--- src/rtl/ledm_pkg.sv ---
package ledm_pkg;
  localparam int LVLS = 16;
  localparam int LVLW = $clog2(LVLS);
  localparam int ENTW = 32;

  function automatic logic [LVLS*ENTW-1:0] linear_on_table(input int unit);
    logic [LVLS*ENTW-1:0] t;
    t = '0;
    for (int b = 0; b < LVLS; b++) begin
      t[b*ENTW +: ENTW] = ENTW'((b + 1) * unit);
    end
    return t;
  endfunction
endpackage

--- src/rtl/ledm_rst_sync.sv ---
module ledm_rst_sync (
  input  logic clk,
  input  logic rst_n,
  output logic srst_n
);
  logic [1:0] sync_q;

  always_ff @(posedge clk or negedge rst_n) begin
    if (!rst_n) sync_q <= '0;
    else        sync_q <= {sync_q[0], 1'b1};
  end

  assign srst_n = sync_q[1];
endmodule

--- src/rtl/ledm_slot_timer.sv ---
module ledm_slot_timer #(
  parameter int SLOT_CYCLES = 40000,
  parameter int COLS        = 8,
  localparam int CW   = $clog2(SLOT_CYCLES),
  localparam int COLW = (COLS > 1) ? $clog2(COLS) : 1
) (
  input  logic            clk,
  input  logic            rst_n,
  input  logic            prime_done,
  output logic            run,
  output logic [CW-1:0]   cnt,
  output logic [COLW-1:0] col,
  output logic [COLW-1:0] col_next,
  output logic            load
);
  logic            run_q, run_d;
  logic [CW-1:0]   cnt_q, cnt_d;
  logic [COLW-1:0] col_q, col_d;
  logic            en;

  // slot boundary: last cycle of a running slot, or end of the priming fetch
  assign load = run_q ? (cnt_q == CW'(SLOT_CYCLES - 1)) : prime_done;
  assign en   = load | run_q;

  always_comb begin
    run_d = run_q;
    cnt_d = cnt_q;
    col_d = col_q;
    if (load) begin
      run_d = 1'b1;
      cnt_d = '0;
      if (!run_q || col_q == COLW'(COLS - 1)) col_d = '0;
      else                                    col_d = col_q + COLW'(1);
    end else begin
      cnt_d = cnt_q + CW'(1);
    end
  end

  always_ff @(posedge clk or negedge rst_n) begin
    if (!rst_n) begin
      run_q <= 1'b0;
      cnt_q <= '0;
      col_q <= '0;
    end else if (en) begin
      run_q <= run_d;
      cnt_q <= cnt_d;
      col_q <= col_d;
    end
  end

  assign run      = run_q;
  assign cnt      = cnt_q;
  assign col      = col_q;
  assign col_next = col_d;
endmodule

--- src/rtl/ledm_col_fetch.sv ---
module ledm_col_fetch #(
  parameter int ROWS = 16,
  parameter int COLS = 8,
  localparam int AW   = (ROWS > 1) ? $clog2(ROWS) : 1,
  localparam int COLW = (COLS > 1) ? $clog2(COLS) : 1
) (
  input  logic            clk,
  input  logic            rst_n,
  input  logic            start,
  input  logic [COLW-1:0] tgt_col,
  input  logic [COLS-1:0] main_data,
  input  logic [COLS-1:0] alt_data,
  output logic [AW-1:0]   rd_addr,
  output logic [ROWS-1:0] shadow_main,
  output logic [ROWS-1:0] shadow_alt,
  output logic            done
);
  logic            busy_q, busy_d;
  logic [AW-1:0]   idx_q, idx_d;
  logic [COLW-1:0] fcol_q, fcol_d;
  logic            cap_q;
  logic [AW-1:0]   cap_row_q;
  logic            done_q, done_d;
  logic [ROWS-1:0] shm_q, shm_d, sha_q, sha_d;
  logic [COLW-1:0] bsel;

  assign bsel = COLW'(COLS - 1) - fcol_q;

  // issue side: one address per cycle while busy
  always_comb begin
    busy_d = busy_q;
    idx_d  = idx_q;
    fcol_d = fcol_q;
    if (start) begin
      busy_d = 1'b1;
      idx_d  = '0;
      fcol_d = tgt_col;
    end else if (busy_q) begin
      if (idx_q == AW'(ROWS - 1)) busy_d = 1'b0;
      else                        idx_d  = idx_q + AW'(1);
    end
  end

  // capture side: data arrives one cycle after its address
  always_comb begin
    shm_d  = shm_q;
    sha_d  = sha_q;
    done_d = 1'b0;
    if (cap_q) begin
      shm_d[cap_row_q] = main_data[bsel];
      sha_d[cap_row_q] = alt_data[bsel];
      done_d           = (cap_row_q == AW'(ROWS - 1));
    end
  end

  // reset state primes a fetch of column 0
  always_ff @(posedge clk or negedge rst_n) begin
    if (!rst_n) begin
      busy_q    <= 1'b1;
      idx_q     <= '0;
      fcol_q    <= '0;
      cap_q     <= 1'b0;
      cap_row_q <= '0;
      done_q    <= 1'b0;
    end else begin
      busy_q    <= busy_d;
      idx_q     <= idx_d;
      fcol_q    <= fcol_d;
      cap_q     <= busy_q;
      cap_row_q <= idx_q;
      done_q    <= done_d;
    end
  end

  always_ff @(posedge clk or negedge rst_n) begin
    if (!rst_n) begin
      shm_q <= '0;
      sha_q <= '0;
    end else if (cap_q) begin
      shm_q <= shm_d;
      sha_q <= sha_d;
    end
  end

  assign rd_addr     = idx_q;
  assign shadow_main = shm_q;
  assign shadow_alt  = sha_q;
  assign done        = done_q;
endmodule

--- src/rtl/ledm_level_lut.sv ---
module ledm_level_lut #(
  parameter int CW = 16,
  parameter logic [ledm_pkg::LVLS*ledm_pkg::ENTW-1:0] ON_TABLE =
    ledm_pkg::linear_on_table(1)
) (
  input  logic                      clk,
  input  logic                      rst_n,
  input  logic                      load,
  input  logic [ledm_pkg::LVLW-1:0] level,
  output logic [CW-1:0]             on_len
);
  logic [CW-1:0] ent [ledm_pkg::LVLS];
  logic [CW-1:0] on_q, on_d;

  for (genvar i = 0; i < ledm_pkg::LVLS; i++) begin : g_ent
    assign ent[i] = ON_TABLE[i*ledm_pkg::ENTW +: CW];
  end

  assign on_d = ent[level];

  always_ff @(posedge clk or negedge rst_n) begin
    if (!rst_n)    on_q <= '0;
    else if (load) on_q <= on_d;
  end

  assign on_len = on_q;
endmodule

--- src/rtl/ledm_scan_top.sv ---
module ledm_scan_top #(
  parameter int ROWS        = 16,
  parameter int COLS        = 8,
  parameter int SLOT_CYCLES = 40000,
  parameter int UNIT_CYCLES = 2496,
  parameter logic [ledm_pkg::LVLS*ledm_pkg::ENTW-1:0] ON_TABLE =
    ledm_pkg::linear_on_table(UNIT_CYCLES),
  localparam int AW   = (ROWS > 1) ? $clog2(ROWS) : 1,
  localparam int COLW = (COLS > 1) ? $clog2(COLS) : 1,
  localparam int CW   = $clog2(SLOT_CYCLES)
) (
  input  logic                      clk,
  input  logic                      rst_n,
  input  logic [ledm_pkg::LVLW-1:0] level,
  input  logic                      show_alt,
  output logic [AW-1:0]             main_addr,
  input  logic [COLS-1:0]           main_data,
  output logic [AW-1:0]             alt_addr,
  input  logic [COLS-1:0]           alt_data,
  output logic [COLS-1:0]           anode,
  output logic [ROWS-1:0]           rows,
  output logic                      slot_tick,
  output logic                      frame_tick
);
  logic            srst_n;
  logic            run, load, prime_done;
  logic [CW-1:0]   cnt, on_len;
  logic [COLW-1:0] col, col_next, fetch_col;
  logic [AW-1:0]   rd_addr;
  logic [ROWS-1:0] sh_main, sh_alt;
  logic [ROWS-1:0] row_q, row_d;
  logic            on_phase;

  ledm_rst_sync u_rst (.clk(clk), .rst_n(rst_n), .srst_n(srst_n));

  ledm_slot_timer #(.SLOT_CYCLES(SLOT_CYCLES), .COLS(COLS)) u_timer (
    .clk(clk), .rst_n(srst_n), .prime_done(prime_done), .run(run),
    .cnt(cnt), .col(col), .col_next(col_next), .load(load)
  );

  // fetch one column ahead of the one being loaded
  assign fetch_col = (col_next == COLW'(COLS - 1)) ? '0 : col_next + COLW'(1);

  ledm_col_fetch #(.ROWS(ROWS), .COLS(COLS)) u_fetch (
    .clk(clk), .rst_n(srst_n), .start(load), .tgt_col(fetch_col),
    .main_data(main_data), .alt_data(alt_data), .rd_addr(rd_addr),
    .shadow_main(sh_main), .shadow_alt(sh_alt), .done(prime_done)
  );

  ledm_level_lut #(.CW(CW), .ON_TABLE(ON_TABLE)) u_lut (
    .clk(clk), .rst_n(srst_n), .load(load), .level(level), .on_len(on_len)
  );

  assign row_d = show_alt ? sh_alt : sh_main;

  always_ff @(posedge clk or negedge srst_n) begin
    if (!srst_n)   row_q <= '0;
    else if (load) row_q <= row_d;
  end

  assign on_phase = run && (cnt < on_len);

  for (genvar i = 0; i < COLS; i++) begin : g_anode
    assign anode[COLS-1-i] = on_phase && (col == COLW'(i));
  end

  assign rows       = on_phase ? row_q : '0;
  assign slot_tick  = run && (cnt == '0);
  assign frame_tick = slot_tick && (col == '0);
  assign main_addr  = rd_addr;
  assign alt_addr   = rd_addr;
endmodule

--- config.mk ---
export PLATFORM = sky130hd
export DESIGN_NAME = ledm_scan_top
export DESIGN_NICKNAME = d
export VERILOG_FILES = /design/src/rtl/ledm_pkg.sv /design/src/rtl/ledm_rst_sync.sv /design/src/rtl/ledm_slot_timer.sv /design/src/rtl/ledm_col_fetch.sv /design/src/rtl/ledm_level_lut.sv /design/src/rtl/ledm_scan_top.sv
export SDC_FILE = /design/constraint.sdc
export NUM_CORES = 1
export LEC_CHECK = 0
export ABC_AREA = 1
export BUFFER_PORTS_ARGS = -buffer_cell sky130_fd_sc_hd__buf_2
export CELL_PAD_IN_SITES_DETAIL_PLACEMENT = 1
export CELL_PAD_IN_SITES_GLOBAL_PLACEMENT = 2
export CORE_ASPECT_RATIO = 1.25
export CORE_MARGIN = 1.5
export CORE_UTILIZATION = 34
export DETAILED_ROUTE_END_ITERATION = 6
export PLACE_DENSITY_LB_ADDON = 0.12
export SYNTH_ARGS = -nofsm -noshare
export SYNTH_HDL_FRONTEND = slang
export SYNTH_SLANG_ARGS = --single-unit
--- constraint.sdc ---
create_clock -name clk -period 3.3 [get_ports clk]
set_clock_uncertainty 0.2 [all_clocks]
set_input_delay 0.33 -clock clk [delete_from_list [all_inputs] [get_ports clk]]
set_output_delay 0.33 -clock clk [all_outputs]
set_load 0.005 [all_outputs]
-- Yosys cells after proc, flatten, opt, wreduce, memory -nomap -nowiden
Memories as Yosys holds them, arrays and structs flattened. A register that Yosys moved wholly into a read port is not among the register bits.
Cells that the tools add are included.
- eq/ne operators: 12
- magnitude comparators: 4
- mux-type cells: 22
- bitwise operators: 2
- $add $sub $neg: 5
- reductions and logical operators: 20
- operator list (cell ; count):
    $mux 16 ; 3
    $bwmux 16 ; 2
    $add 16x1->16 const B ; 1
    $eq 16x16->1 const B ; 1
    $logic_not 16->1 ; 1
    $lt 16x16->1 ; 1
    $eq 3x3->1 const B ; 5
    $logic_and 1x1->1 ; 12
    $mux 4 ; 3
    $mux 3 ; 3
    $eq 4x4->1 const B ; 2
    $mux 1 ; 8
    $add 3x1->3 const B ; 2
    $bmux 1 s3 ; 2
    $eq 3x2->1 const B ; 2
    $lt 4x5->1 const B ; 1
    $not 4->5 ; 1
    $add 4x1->4 const B ; 1
    $demux 1 s4 ; 1
    $ge 4x1->1 const B ; 1
    $lt 3x4->1 const B ; 1
    $reduce_and 2->1 ; 2
    $eq 3x1->1 const B ; 1
    $logic_not 3->1 ; 1
    6 further kinds ; 7
- output and inout bits: 34
- bits in read-only memories: 256
- word-level logic and storage cells: 79
- memories: 1
- bits in registers: 84
- memory list (memory ; depth ; bits a word ; rd ports ; clocked after Yosys merged registers in ; write ports ; RTL line ; text):
    (name not given) ; 16 ; 16 ; 1 ; 1 ; 0 ; ledm_level_lut.sv:19 ; assign on_d = ent[level];

-- Depth between registers and ports, before layout
Gate-level depths: netlist (run 1).
- depth after elaboration: 6
- mapped depth: 15

-- Cells and area by module
Synthesis (run 1) repeated with hierarchy kept, for this count alone.
- cell total of the unflattened synthesis: 728
- area, all modules: 5537.8 um^2
- by module, submodules not included (module ; area each (um^2) ; times used ; cells an instance):
    ledm_col_fetch ; 2212.1 ; 1 ; 264
    ledm_scan_top ; 1398.8 ; 1 ; 207
    ledm_slot_timer ; 1192.4 ; 1 ; 170
    ledm_level_lut ; 680.7 ; 1 ; 84
    ledm_rst_sync ; 53.8 ; 1 ; 3

-- Least setup slack after synthesis (run 1)
OpenSTA, ideal clock, no wires.
- kind: reg-to-reg
- start: register u_timer.cnt_q[1], in the netlist u_timer.cnt[1]
- end: register u_fetch.fcol_q[2]
- data arrival time: 1.815 ns
- setup time: 0.127 ns
- stages on the path, launching flop included: 14
- path buffers: 1
- setup slack: 1.158 ns
- required time: 2.973 ns
- clock period less this slack: 2.142 ns
- cell sequence: dfrtp_1 > ha_1 > nand3_1 > nor2_1 > nand2_1 > nand2_1 > nand2_2 > buf_4 > nand2_1 > nand2_1 > ha_1 > ha_1 > nand2_1 > o21ai_0
- longest elaborated chain between the ends: 5
- elaborated cells on any way between the ends: 6
- classes of those cells: add/sub (1); eq/ne (2); mux (3)
- RTL lines (what ; RTL line ; text):
    start: declaration ; ledm_slot_timer.sv:17 ; logic [CW-1:0] cnt_q, cnt_d;
    start signal: assignment ; ledm_slot_timer.sv:46 ; cnt_q <= cnt_d;
    $eq 16x16->1 (*) ; ledm_slot_timer.sv:22 ; assign load = run_q ? (cnt_q == CW'(SLOT_CYCLES - 1)) : prime_done;
    $mux 1 (*) ; ledm_slot_timer.sv:22 ;
    $mux 3 (*) ; ledm_slot_timer.sv:29 ; if (load) begin
    net col_next[1] ; ledm_scan_top.sv:28 ; logic [COLW-1:0] col, col_next, fetch_col;
    $add 3x1->3 or $eq 3x3->1 (tied branches) ; ledm_scan_top.sv:42 ; assign fetch_col = (col_next == COLW'(COLS - 1)) ? '0 : col_next + COLW'(1);
    $mux 3 (*) ; ledm_scan_top.sv:42 ;
    net fetch_col[2] ; ledm_scan_top.sv:28 ;
    end signal: assignment ; ledm_col_fetch.sv:68 ; fcol_q <= fcol_d;
    end: declaration ; ledm_col_fetch.sv:20 ; logic [COLW-1:0] fcol_q, fcol_d;
Mark *: on every way through the listed nets, which the timed path passes. The rest lies on a longest branch.
A chain may end at the register's enable or synchronous reset.

-- Worst setup path after layout (run 1)
- start: register u_timer.cnt_q[13], in the netlist u_timer.cnt[13]
- end: output anode[1]
- longest elaborated chain between the ends: 3
- RTL lines (what ; RTL line ; text):
    $lt 16x16->1 ; ledm_scan_top.sv:61 ; assign on_phase = run && (cnt < on_len);
    $logic_and 1x1->1 ; ledm_scan_top.sv:61 ;
    $logic_and 1x1->1 ; ledm_scan_top.sv:64 ; assign anode[COLS-1-i] = on_phase && (col == COLW'(i));
    end: declaration ; ledm_scan_top.sv:20 ; output logic [COLS-1:0] anode,
Every way passes these cells.

==> results.sh, run 1 <==
export IMPL_outcome="finished, final reports clean"
export IMPL_synthCells=674
export IMPL_slew_viol_final=0
export IMPL_gp_congestion=0.854
export IMPL_clock_sinks=94
export IMPL_rows=50
export IMPL_clk_pin_slew_worst_paths_ps=70
export IMPL_grt_max_degree=49
export IMPL_synthAdderAreaFrac_pct=6.01
export IMPL_rsz0062_at_grt="false"
export IMPL_grt_total_usage_pct=18.9
export IMPL_ys_warn_count=0
export IMPL_synth_top_family_by_area="simple AND/OR/NAND/NOR gates"
export IMPL_power_total_mw=2.33
export IMPL_r2r_end="u_fetch.fcol_q[2]"
export IMPL_fin_cells=912
export IMPL_cts_tree="done"
export IMPL_p_leak_nw=3.17
export IMPL_finalWirelength_um=14300
export IMPL_dr_pass1_iters=4
export IMPL_grt_pass1_wl_um=23800
export IMPL_cts_root_buffer="clkbuf_16"
export IMPL_netlist_area_leader_share_pct=44.7
export IMPL_hold_end="u_lut.on_len[15]"
export IMPL_area_growth_pct=13.9
export IMPL_min_period_ps=2800
export IMPL_ant_nets=0
export IMPL_relSlewSlack_pct=43.4
export IMPL_place_hpwl_um=10700
export IMPL_cp_end_kind="output pin"
export IMPL_crit_top_cell="nor2_1"
export IMPL_holdPathStages=3
export IMPL_io_pins=57
export IMPL_synth_async_reset_ratio_pct=100
export IMPL_setup_tns_ps=0
export IMPL_synth_simple_gate_area_share_pct=28.4
export IMPL_rrSetupSlack_ps=890
export IMPL_chipHeight_um=141
export IMPL_cp_required_ps=2770
export IMPL_ys_types=31
export IMPL_syn_area_um2=5210
export IMPL_filler_cell_count=1888
export IMPL_reg2reg_depth=13
export IMPL_p_per_area_nw_per_um2=393
export IMPL_num_vias=4425
export IMPL_ir_drop_mv=0.183
export IMPL_cp_slowest_cell="dfrtp_1"
export IMPL_coreArea_um2=15000
export IMPL_cts_setup_buffers=0
export IMPL_muxShareOfSynthArea_pct=3.46
export IMPL_syn_nets=722
export IMPL_netlist_top_cells_count="nand2_1, nor2_1, dfrtp_1"
export IMPL_finalCritPeriodShare_pct=84.8
export IMPL_hp_class="primary input to flip-flop"
export IMPL_drc=0
export IMPL_drt_initial_drc_count=126
export IMPL_die_w_um=114
export IMPL_cp_slowest_stage_delay_ps=470
export IMPL_via_per_inst=4.85
export IMPL_worst_pin_slew_ps=846
export IMPL_cp_top_family="flip-flops"
export IMPL_netlist_top_cell_by_area="dfrtp_1"
export IMPL_regToRegStartpoint="u_timer.cnt[0]"
export IMPL_seq_area_frac_synth_pct=45.2
export IMPL_antennaDiodeCount=0
export IMPL_antenna_found_initial=0
export IMPL_synthXorXnorAreaFrac_pct=1.01
export IMPL_worstSetupPathType="flip-flop to output pin"
export IMPL_synth_most_common_cell="nand2_1"
export IMPL_synth_ff_type="dfrtp_1"
export IMPL_worstSkewPairLatency_ps=360
export IMPL_wl_per_cell_um=15.6
export IMPL_synth_compound_area_share_pct=6.70
export IMPL_crit_path_start_kind="flip-flop"
export IMPL_cts_made_buffers=9
export IMPL_hold_start="level[3]"
export IMPL_h_tree_depth=3
export IMPL_synth_edff_count=0
export IMPL_crit_fanout=24
export IMPL_grt_remaining_overflow=0
export IMPL_initial_utilization_pct=34.8
export IMPL_clock_path_buffers=2
export IMPL_max_cap_violations=0
export IMPL_arrival_ps=2270
export IMPL_placed_cells=895
export IMPL_synth_area_top_cells="dfrtp_1, nand2_1, nor2_1"
export IMPL_yosys_register_bits=94
export IMPL_fmax_mhz=357
export IMPL_crit_buf_inv=2
export IMPL_fin_nets=773
export IMPL_path_cells="ha_1 > a21oi_1 > nor2_1 > nor2_1 > o211ai_2 > buf_4 > nor2_1 > buf_2"
export IMPL_dieArea_um2=16100
export IMPL_drive_above_1_share_pct=15.5
export IMPL_hold_viol=0
export IMPL_setup_violations=0
export IMPL_grt_pass1_vias=4681
export IMPL_port_buffers=56
export IMPL_avgSynthCellArea_um2=7.73
## flip-flops by register name (all words and copies together), names as in the netlist
register,flops
u_fetch.fcol_q,3
row_q,16
u_timer.col,3
u_fetch.cap_q,1
u_timer.cnt,16
u_fetch.shadow_alt,16
u_fetch.cap_row_q,4
u_fetch.shadow_main,16
u_timer.run,1
u_fetch.done,1
u_fetch.rd_addr,4
u_fetch.busy_q,1
u_lut.on_len,10
u_rst.sync_q,2
## report_power, final
| group | internal [mW] | switching (mW) |
|---|---|---|
| clock network | 0.613 | 0.483 |
| registers | 1.15 | 0.0127 |
| logic | 0.0237 | 0.0460 |
| total | 1.79 | 0.541 |
## per-layer routing
layer  vias to the layer above  track usage (%)  share of wire [%]
li1                       2204                -                  -
met1                      2175             21.6                 42
met2                        35             36.1                 55
met3                        11             2.95                1.9
met4                         0             5.00                1.2
met5                         -                0                  0
## how the worst max path moves through the flow
| stage | slack [ps] | depth (start not counted) | to | start |
|---|---|---|---|---|
| 2_1_floorplan | 290 | 0 | row_q[0] | u_rst.sync_q[1] |
| 3_3_place_gp | 960 | 8 | anode[1] | u_timer.cnt[13] |
| 3_5_place_dp | 890 | 8 | anode[3] | u_timer.cnt[13] |
| 4_1_cts | 490 | 8 | anode[3] | u_timer.cnt[13] |
| 5_1_grt | 370 | 8 | anode[1] | u_timer.cnt[13] |
| 6_report | 500 | 8 | anode[1] | u_timer.cnt[13] |
## area by class of cell
type / instances / area (µm²) / share of cell area [%]
multi-input cells: 471 / 2380 / 40.1
flip-flops and latches: 94 / 2360 / 39.8
inverters: 87 / 329 / 5.55
repair buffers: 62 / 328 / 5.53
well taps: 182 / 228 / 3.84
clock inverters: 6 / 70.1 / 1.18
clock buffers: 10 / 239 / 4.03
## stage by stage
stage          instance area, µm²  utilization [%]  hold slack, ps  setup slack (ps)
5_1_grt                      5930             39.7            82.6               366
6_report                     5930             39.7            88.6               503
3_3_place_gp                 5610             37.5           -85.4               962
4_1_cts                      5930             39.7            81.6               487
2_1_floorplan                5210                -            -166               290
3_5_place_dp                 5610             37.5           -82.8               894
## layout by cell type (no fill, tap or decap), drive strengths merged
| master | count |
|---|---|
| bufinv | 1 |
| or2 | 1 |
| clkinv | 2 |
| clkinvlp | 3 |
| nor3 | 6 |
| a21oi | 11 |
| ha | 25 |
| buf | 61 |
| nor4 | 1 |
| o211ai | 5 |
| mux2 | 16 |
| clkbuf | 10 |
| nand3 | 48 |
| xor2 | 4 |
| conb | 1 |
| inv | 87 |
| o21ai | 45 |
| dfrtp | 93 |
| dlygate4sd3 | 1 |
| nand2 | 190 |
| xnor2 | 2 |
| nor2 | 109 |
| dfstp | 1 |
| o22ai | 1 |
| nand4 | 4 |
| nand3b | 2 |
## worst register-to-register path: cells and delay by family (launching register included)
kind                     cells  cell delay, ps
flip-flops                   1             390
AND/OR/NAND/NOR              8             880
adder cells (fa/ha/maj)      3             700
AO/OA/AOI/OAI                1              70
buffers and inverters        1              50
## cells by family (layout without fill, tap and decap cells)
group / Yosys count / in the layout
compound gates: 62 / 62
fa+ha+maj: 25 / 25
other cells: 1 / 1
simple gates: 361 / 361
xor+xnor: 6 / 6
mux: 16 / 16
flops: 94 / 94
buf+inv: 109 / 165
## repair_timing
| action | in CTS | in global routing |
|---|---|---|
| resized for setup | 0 | 0 |
| hold buffers | 1 | 0 |
| endpoints found under the hold margin | 2 | 0 |
(Power assumes the default switching activity.)
==> run 2: changes to the inputs <==
==> constraint.sdc (replaced) <==
create_clock -name clk -period 2.9 [get_ports clk]
set_clock_uncertainty 0.2 [all_clocks]
set_input_delay 0.29 -clock clk [delete_from_list [all_inputs] [get_ports clk]]
set_output_delay 0.29 -clock clk [all_outputs]
set_load 0.005 [all_outputs]
==> run 2 against run 1 <==
Register-to-register slack lost 380 ps. Die area is the same. Sequential share of layout area is 0.24 points lower. Critical path type unchanged. Critical path depth did not move. Non-clock buffer count is 1 higher. Final cell count stayed put. Core utilization up 0.24 points. Clock power increased by 19%. Global-route usage fell by 0.36 points. Sequential cell count unchanged.
==> results.sh, run 2 (same netlist as run 1, synthesis figures left out) <==
export IMPL_worst_pin_slew_ps=910
export IMPL_cts_hold_buffers=1
export IMPL_cts_setup_buffers=0
export IMPL_clock_sinks=94
export IMPL_grt_max_degree=41
export IMPL_fmax_mhz=383
export IMPL_hp_class="primary input to asynchronous set/reset pin"
export IMPL_final_cell_mix="nand2_1, nor2_1, dfrtp_1, inv_1, buf_2"
export IMPL_ir_drop_mv=0.197
export IMPL_worstSetupPathType="flip-flop to output pin"
export IMPL_slew_viol_final=0
export IMPL_finalWirelength_um=13800
export IMPL_crit_fanout=24
export IMPL_ant_nets=0
export IMPL_initial_utilization_pct=34.8
export IMPL_antenna_found_initial=0
export IMPL_cp_end_kind="output pin"
export IMPL_relSlewSlack_pct=39.2
export IMPL_dieArea_um2=16100
export IMPL_rows=50
export IMPL_final_common_cell="nand2_1"
export IMPL_power_total_mw=2.72
export IMPL_port_buffers=56
export IMPL_die_w_um=114
export IMPL_dp_slack_ps=493
export IMPL_cts_root_buffer="clkbuf_16"
export IMPL_cp_required_ps=2410
export IMPL_gp_congestion=0.782
export IMPL_area_growth_pct=14.6
export IMPL_arrival_ps=2120
export IMPL_fin_nets=774
export IMPL_setup_worst_path_end="rows[15]"
export IMPL_num_vias=4361
export IMPL_worstSkewPairLatency_ps=350
export IMPL_grt_total_usage_pct=18.5
export IMPL_hold_viol=0
export IMPL_h_tree_depth=3
export IMPL_cts_resized_gates=0
export IMPL_drt_initial_drc_count=83
export IMPL_grt_pass1_vias=4816
export IMPL_rsz0062_at_grt="false"
export IMPL_antennaDiodeCount=0
export IMPL_p_leak_nw=3.19
export IMPL_place_hpwl_um=10400
export IMPL_placed_cells=896
export IMPL_crit_path_start_kind="flip-flop"
export IMPL_chipHeight_um=141
export IMPL_regToRegStartpoint="u_timer.cnt[0]"
export IMPL_cp_startpoint="u_timer.cnt[13]"
export IMPL_clock_path_buffers=2
export IMPL_drive_above_1_share_pct=15.3
export IMPL_setup_tns_ps=0
export IMPL_p_per_area_nw_per_um2=455
export IMPL_dr_pass1_iters=4
export IMPL_reg2reg_depth=13
export IMPL_drc=0
export IMPL_coreArea_um2=15000
export IMPL_grt_pass1_wl_um=23600
export IMPL_r2r_end="u_fetch.fcol_q[2]"
export IMPL_finalCritPeriodShare_pct=90.0
export IMPL_outcome="finished, final reports clean"
export IMPL_setup_slack_ps=289
export IMPL_filler_cell_count=1872
export IMPL_via_per_inst=4.78
export IMPL_max_cap_violations=0
export IMPL_setup_violations=0
export IMPL_cts_made_buffers=9
export IMPL_clk_pin_slew_worst_paths_ps=70
export IMPL_fin_cells=912
export IMPL_io_pins=57
export IMPL_grt_remaining_overflow=0
export IMPL_min_period_ps=2610
export IMPL_cts_tree="done"
export IMPL_wl_per_cell_um=15.1
export IMPL_rrSetupSlack_ps=510
## run 2: changes by cell type in the layout (fill, tap and decap cells not counted)
cell        delta
clkinvlp_4     -3
buf_12         +1
bufinv_16      +1
clkbuf_1       +1
clkbuf_8       +1
inv_6          -1
## run 2: stage by stage
step                instance area (µm²)  utilization (%)  hold WS [ps]
CTS                                5970             39.9          47.9
floorplan                          5210                -          -206
global placement                   5630             37.7          -124
detailed placement                 5630             37.7          -121
global route                       5970             39.9          59.0
finish                             5970             39.9          50.6
## run 2: worst max-delay path, stage by stage (launching register included)
cell and delay, ps:
dfrtp_1 470, ha_1 340, nand2_1 50, nor2_1 130, nand2_1 80, o211ai_2 150, buf_4 310, nor2_1 90
buf_2 140
## run 2: metal layers
layer,part of all wire [%],up-vias,global-route usage (%)
li1,-,2199,-
met1,42,2107,21.3
met2,55,39,35.2
met3,1.5,16,2.39
met4,1.5,0,6.05
met5,0,-,0
## run 2: cell type report
class | instances | area, µm² | share of cell area (%)
clock inverter | 3 | 68.8 | 1.15
clock buffer | 12 | 256 | 4.30
inverter | 87 | 329 | 5.52
timing repair buffer | 63 | 348 | 5.83
multi-input combinational | 471 | 2380 | 39.9
sequential | 94 | 2360 | 39.5
tap | 182 | 228 | 3.82
## run 2: worst min path at each step
stage	startpoint	endpoint	slack [ps]	depth (start not counted)
6_report	rst_n	u_rst.sync_q[1]	50	2
5_1_grt	rst_n	u_rst.sync_q[0]	60	2
4_1_cts	rst_n	u_rst.sync_q[1]	50	2
3_5_place_dp	rst_n	u_rst.sync_q[0]	-120	1
3_3_place_gp	rst_n	u_rst.sync_q[0]	-120	1
2_1_floorplan	rst_n	u_rst.sync_q[0]	-210	0
## run 2: power by group
part	switching (mW)	total, mW	leakage, nW	internal, mW
sequential	0.0126	1.33	1.18	1.31
clock	0.507	1.31	0.159	0.801
combinational	0.0534	0.0821	1.86	0.0287
==> run 3: changes to the inputs <==
--- a/config.mk
+++ b/config.mk
@@ -9,7 +9,6 @@
 export BUFFER_PORTS_ARGS = -buffer_cell sky130_fd_sc_hd__buf_2
 export CELL_PAD_IN_SITES_DETAIL_PLACEMENT = 1
 export CELL_PAD_IN_SITES_GLOBAL_PLACEMENT = 2
-export CORE_ASPECT_RATIO = 1.25
 export CORE_MARGIN = 1.5
 export CORE_UTILIZATION = 34
 export DETAILED_ROUTE_END_ITERATION = 6
==> run 3 against run 2 <==
Critical path depth did not move. Largest cell class unchanged. Critical endpoint is now rows[13]. Worst setup slack better by 19 ps. Global-route usage decreased by 0.83 points. Critical path type unchanged. Largest power group unchanged. Sequential cell count unchanged.
==> results.sh, run 3 (same netlist as run 1, synthesis figures left out) <==
export IMPL_outcome="finished, final reports clean"
export IMPL_cts_made_buffers=9
export IMPL_clock_path_buffers=2
export IMPL_cp_top_family="flip-flops"
export IMPL_drt_initial_drc_count=154
export IMPL_clock_sinks=94
export IMPL_place_hpwl_um=9710
export IMPL_gp_congestion=0.854
export IMPL_max_cap_violations=0
export IMPL_initial_utilization_pct=34.5
export IMPL_h_tree_depth=3
export IMPL_intPower_mw=2.13
export IMPL_power_switching_mw=0.580
export IMPL_crit_buf_inv=2
export IMPL_p_leak_nw=3.21
export IMPL_coreArea_um2=15100
export IMPL_clkPwrFrac_pct=48.0
export IMPL_cp_required_ps=2410
export IMPL_setup_tns_ps=0
export IMPL_port_buffers=56
export IMPL_final_cell_mix="nand2_1, nor2_1, dfrtp_1, inv_1, buf_2"
export IMPL_reg2reg_depth=13
export IMPL_finalWirelength_um=13300
export IMPL_num_vias=4385
export IMPL_cp_num_cells=8
export IMPL_grt_pass1_wl_um=22600
export IMPL_grt_total_usage_pct=17.7
export IMPL_rsz0062_at_grt="false"
export IMPL_ant_nets=0
export IMPL_die_w_um=127
export IMPL_drc=0
export IMPL_arrival_ps=2100
export IMPL_cp_end_kind="output pin"
export IMPL_worst_pin_slew_ps=798
export IMPL_rows=45
export IMPL_crit_path_start_kind="flip-flop"
export IMPL_dieArea_um2=16100
export IMPL_hold_viol=0
export IMPL_slew_viol_final=0
export IMPL_finalCritPeriodShare_pct=89.4
export IMPL_cts_tree="done"
export IMPL_p_per_area_nw_per_um2=452
export IMPL_wl_per_cell_um=14.4
export IMPL_drive_above_1_share_pct=15.8
export IMPL_fmax_mhz=386
export IMPL_dr_pass1_iters=4
export IMPL_holdPathStages=3
export IMPL_antennaDiodeCount=0
export IMPL_grt_remaining_overflow=0
export IMPL_power_total_mw=2.71
export IMPL_cp_slowest_stage_delay_ps=470
export IMPL_cp_slowest_cell="dfrtp_1"
export IMPL_seq_power_share_pct=48.9
export IMPL_fin_nets=778
export IMPL_antenna_found_initial=0
export IMPL_worstSkewPairLatency_ps=350
export IMPL_filler_cell_count=1880
export IMPL_io_pins=57
export IMPL_grt_max_degree=45
export IMPL_clk_pin_slew_worst_paths_ps=60
export IMPL_relSlewSlack_pct=46.6
export IMPL_switching_share_pct=21.4
export IMPL_via_per_inst=4.75
export IMPL_cts_resized_gates=0
export IMPL_ir_drop_mv=0.302
export IMPL_crit_fanout=24
export IMPL_setup_violations=0
export IMPL_path_cells="ha_1 > nand2_1 > nor2_1 > nand2_1 > o211ai_2 > buf_4 > nor2_1 > buf_2"
export IMPL_area_growth_pct=15.0
export IMPL_grt_pass1_vias=4643
export IMPL_worstSetupPathType="flip-flop to output pin"
export IMPL_final_common_cell="nand2_1"
export IMPL_cts_root_buffer="clkbuf_16"
export IMPL_hp_class="primary input to flip-flop"
export IMPL_chipHeight_um=127
export IMPL_power_frac_comb_pct=3.1
export IMPL_min_period_ps=2590
==> run 3: cell type report <==
class | instances | area, µm² | area share, %
clock buffer | 12 | 246 | 4.12
clock inverter | 4 | 77.6 | 1.30
inverter | 87 | 329 | 5.49
multi-input combinational | 471 | 2380 | 39.7
sequential | 94 | 2360 | 39.4
tap | 188 | 235 | 3.93
timing repair buffer | 67 | 365 | 6.10
==> run 3: final timing paths <==
kind	startpoint	endpoint	slack, ps
setup / recovery	u_timer.cnt[13]	rows[13]	310
min in group asynchronous	rst_n	u_rst.sync_q[1]	60
setup reg to reg	u_timer.cnt[1]	u_fetch.fcol_q[2]	480
hold / removal	level[3]	u_lut.on_len[15]	50
max in group asynchronous	u_rst.sync_q[1]	u_fetch.busy_q	1650
hold reg to reg	u_rst.sync_q[1]	u_fetch.shadow_alt[11]	140
==> run 3: worst min-delay path, cell delays in order <==
cell and delay, ps:
buf_2 140, nand3_2 80, nand2_1 40
==> run 3: metal layers <==
metal	routed length (µm)	track usage [%]	vias up
li1	-	-	2213
met1	5920	20.6	2123
met2	6890	32.6	38
met3	296	3.96	11
met4	176	5.01	0
met5	0	0	-
==> run 3: per-stage QoR <==
step           area (µm²)  setup WS [ps]  instances  util [%]  hold WS, ps
3_5_place_dp         5660            462        906      37.5         -124
4_1_cts              5990            248        923      39.7         38.3
2_1_floorplan        5210            758        674         -         -206
3_3_place_gp         5660            569        906      37.5         -125
6_report             5990            308        923      39.7         50.2
5_1_grt              5990           89.6        923      39.7         58.7
==> run 3: power by group through the flow <==
stage | sequential [mW] | combinational (mW) | clock [mW]
finish | 1.33 | 0.0831 | 1.30
global route | 1.33 | 0.0956 | 1.39
CTS | 1.33 | 0.0866 | 1.35
detailed placement | 1.35 | 0.0852 | 0
global placement | 1.35 | 0.0840 | 0
floorplan | 1.36 | 0.0349 | 0
==> run 3: what timing repair did <==
action	CTS	global route
hold buffers	1	0
buffers inserted	0	0
hold endpoints to repair	2	0
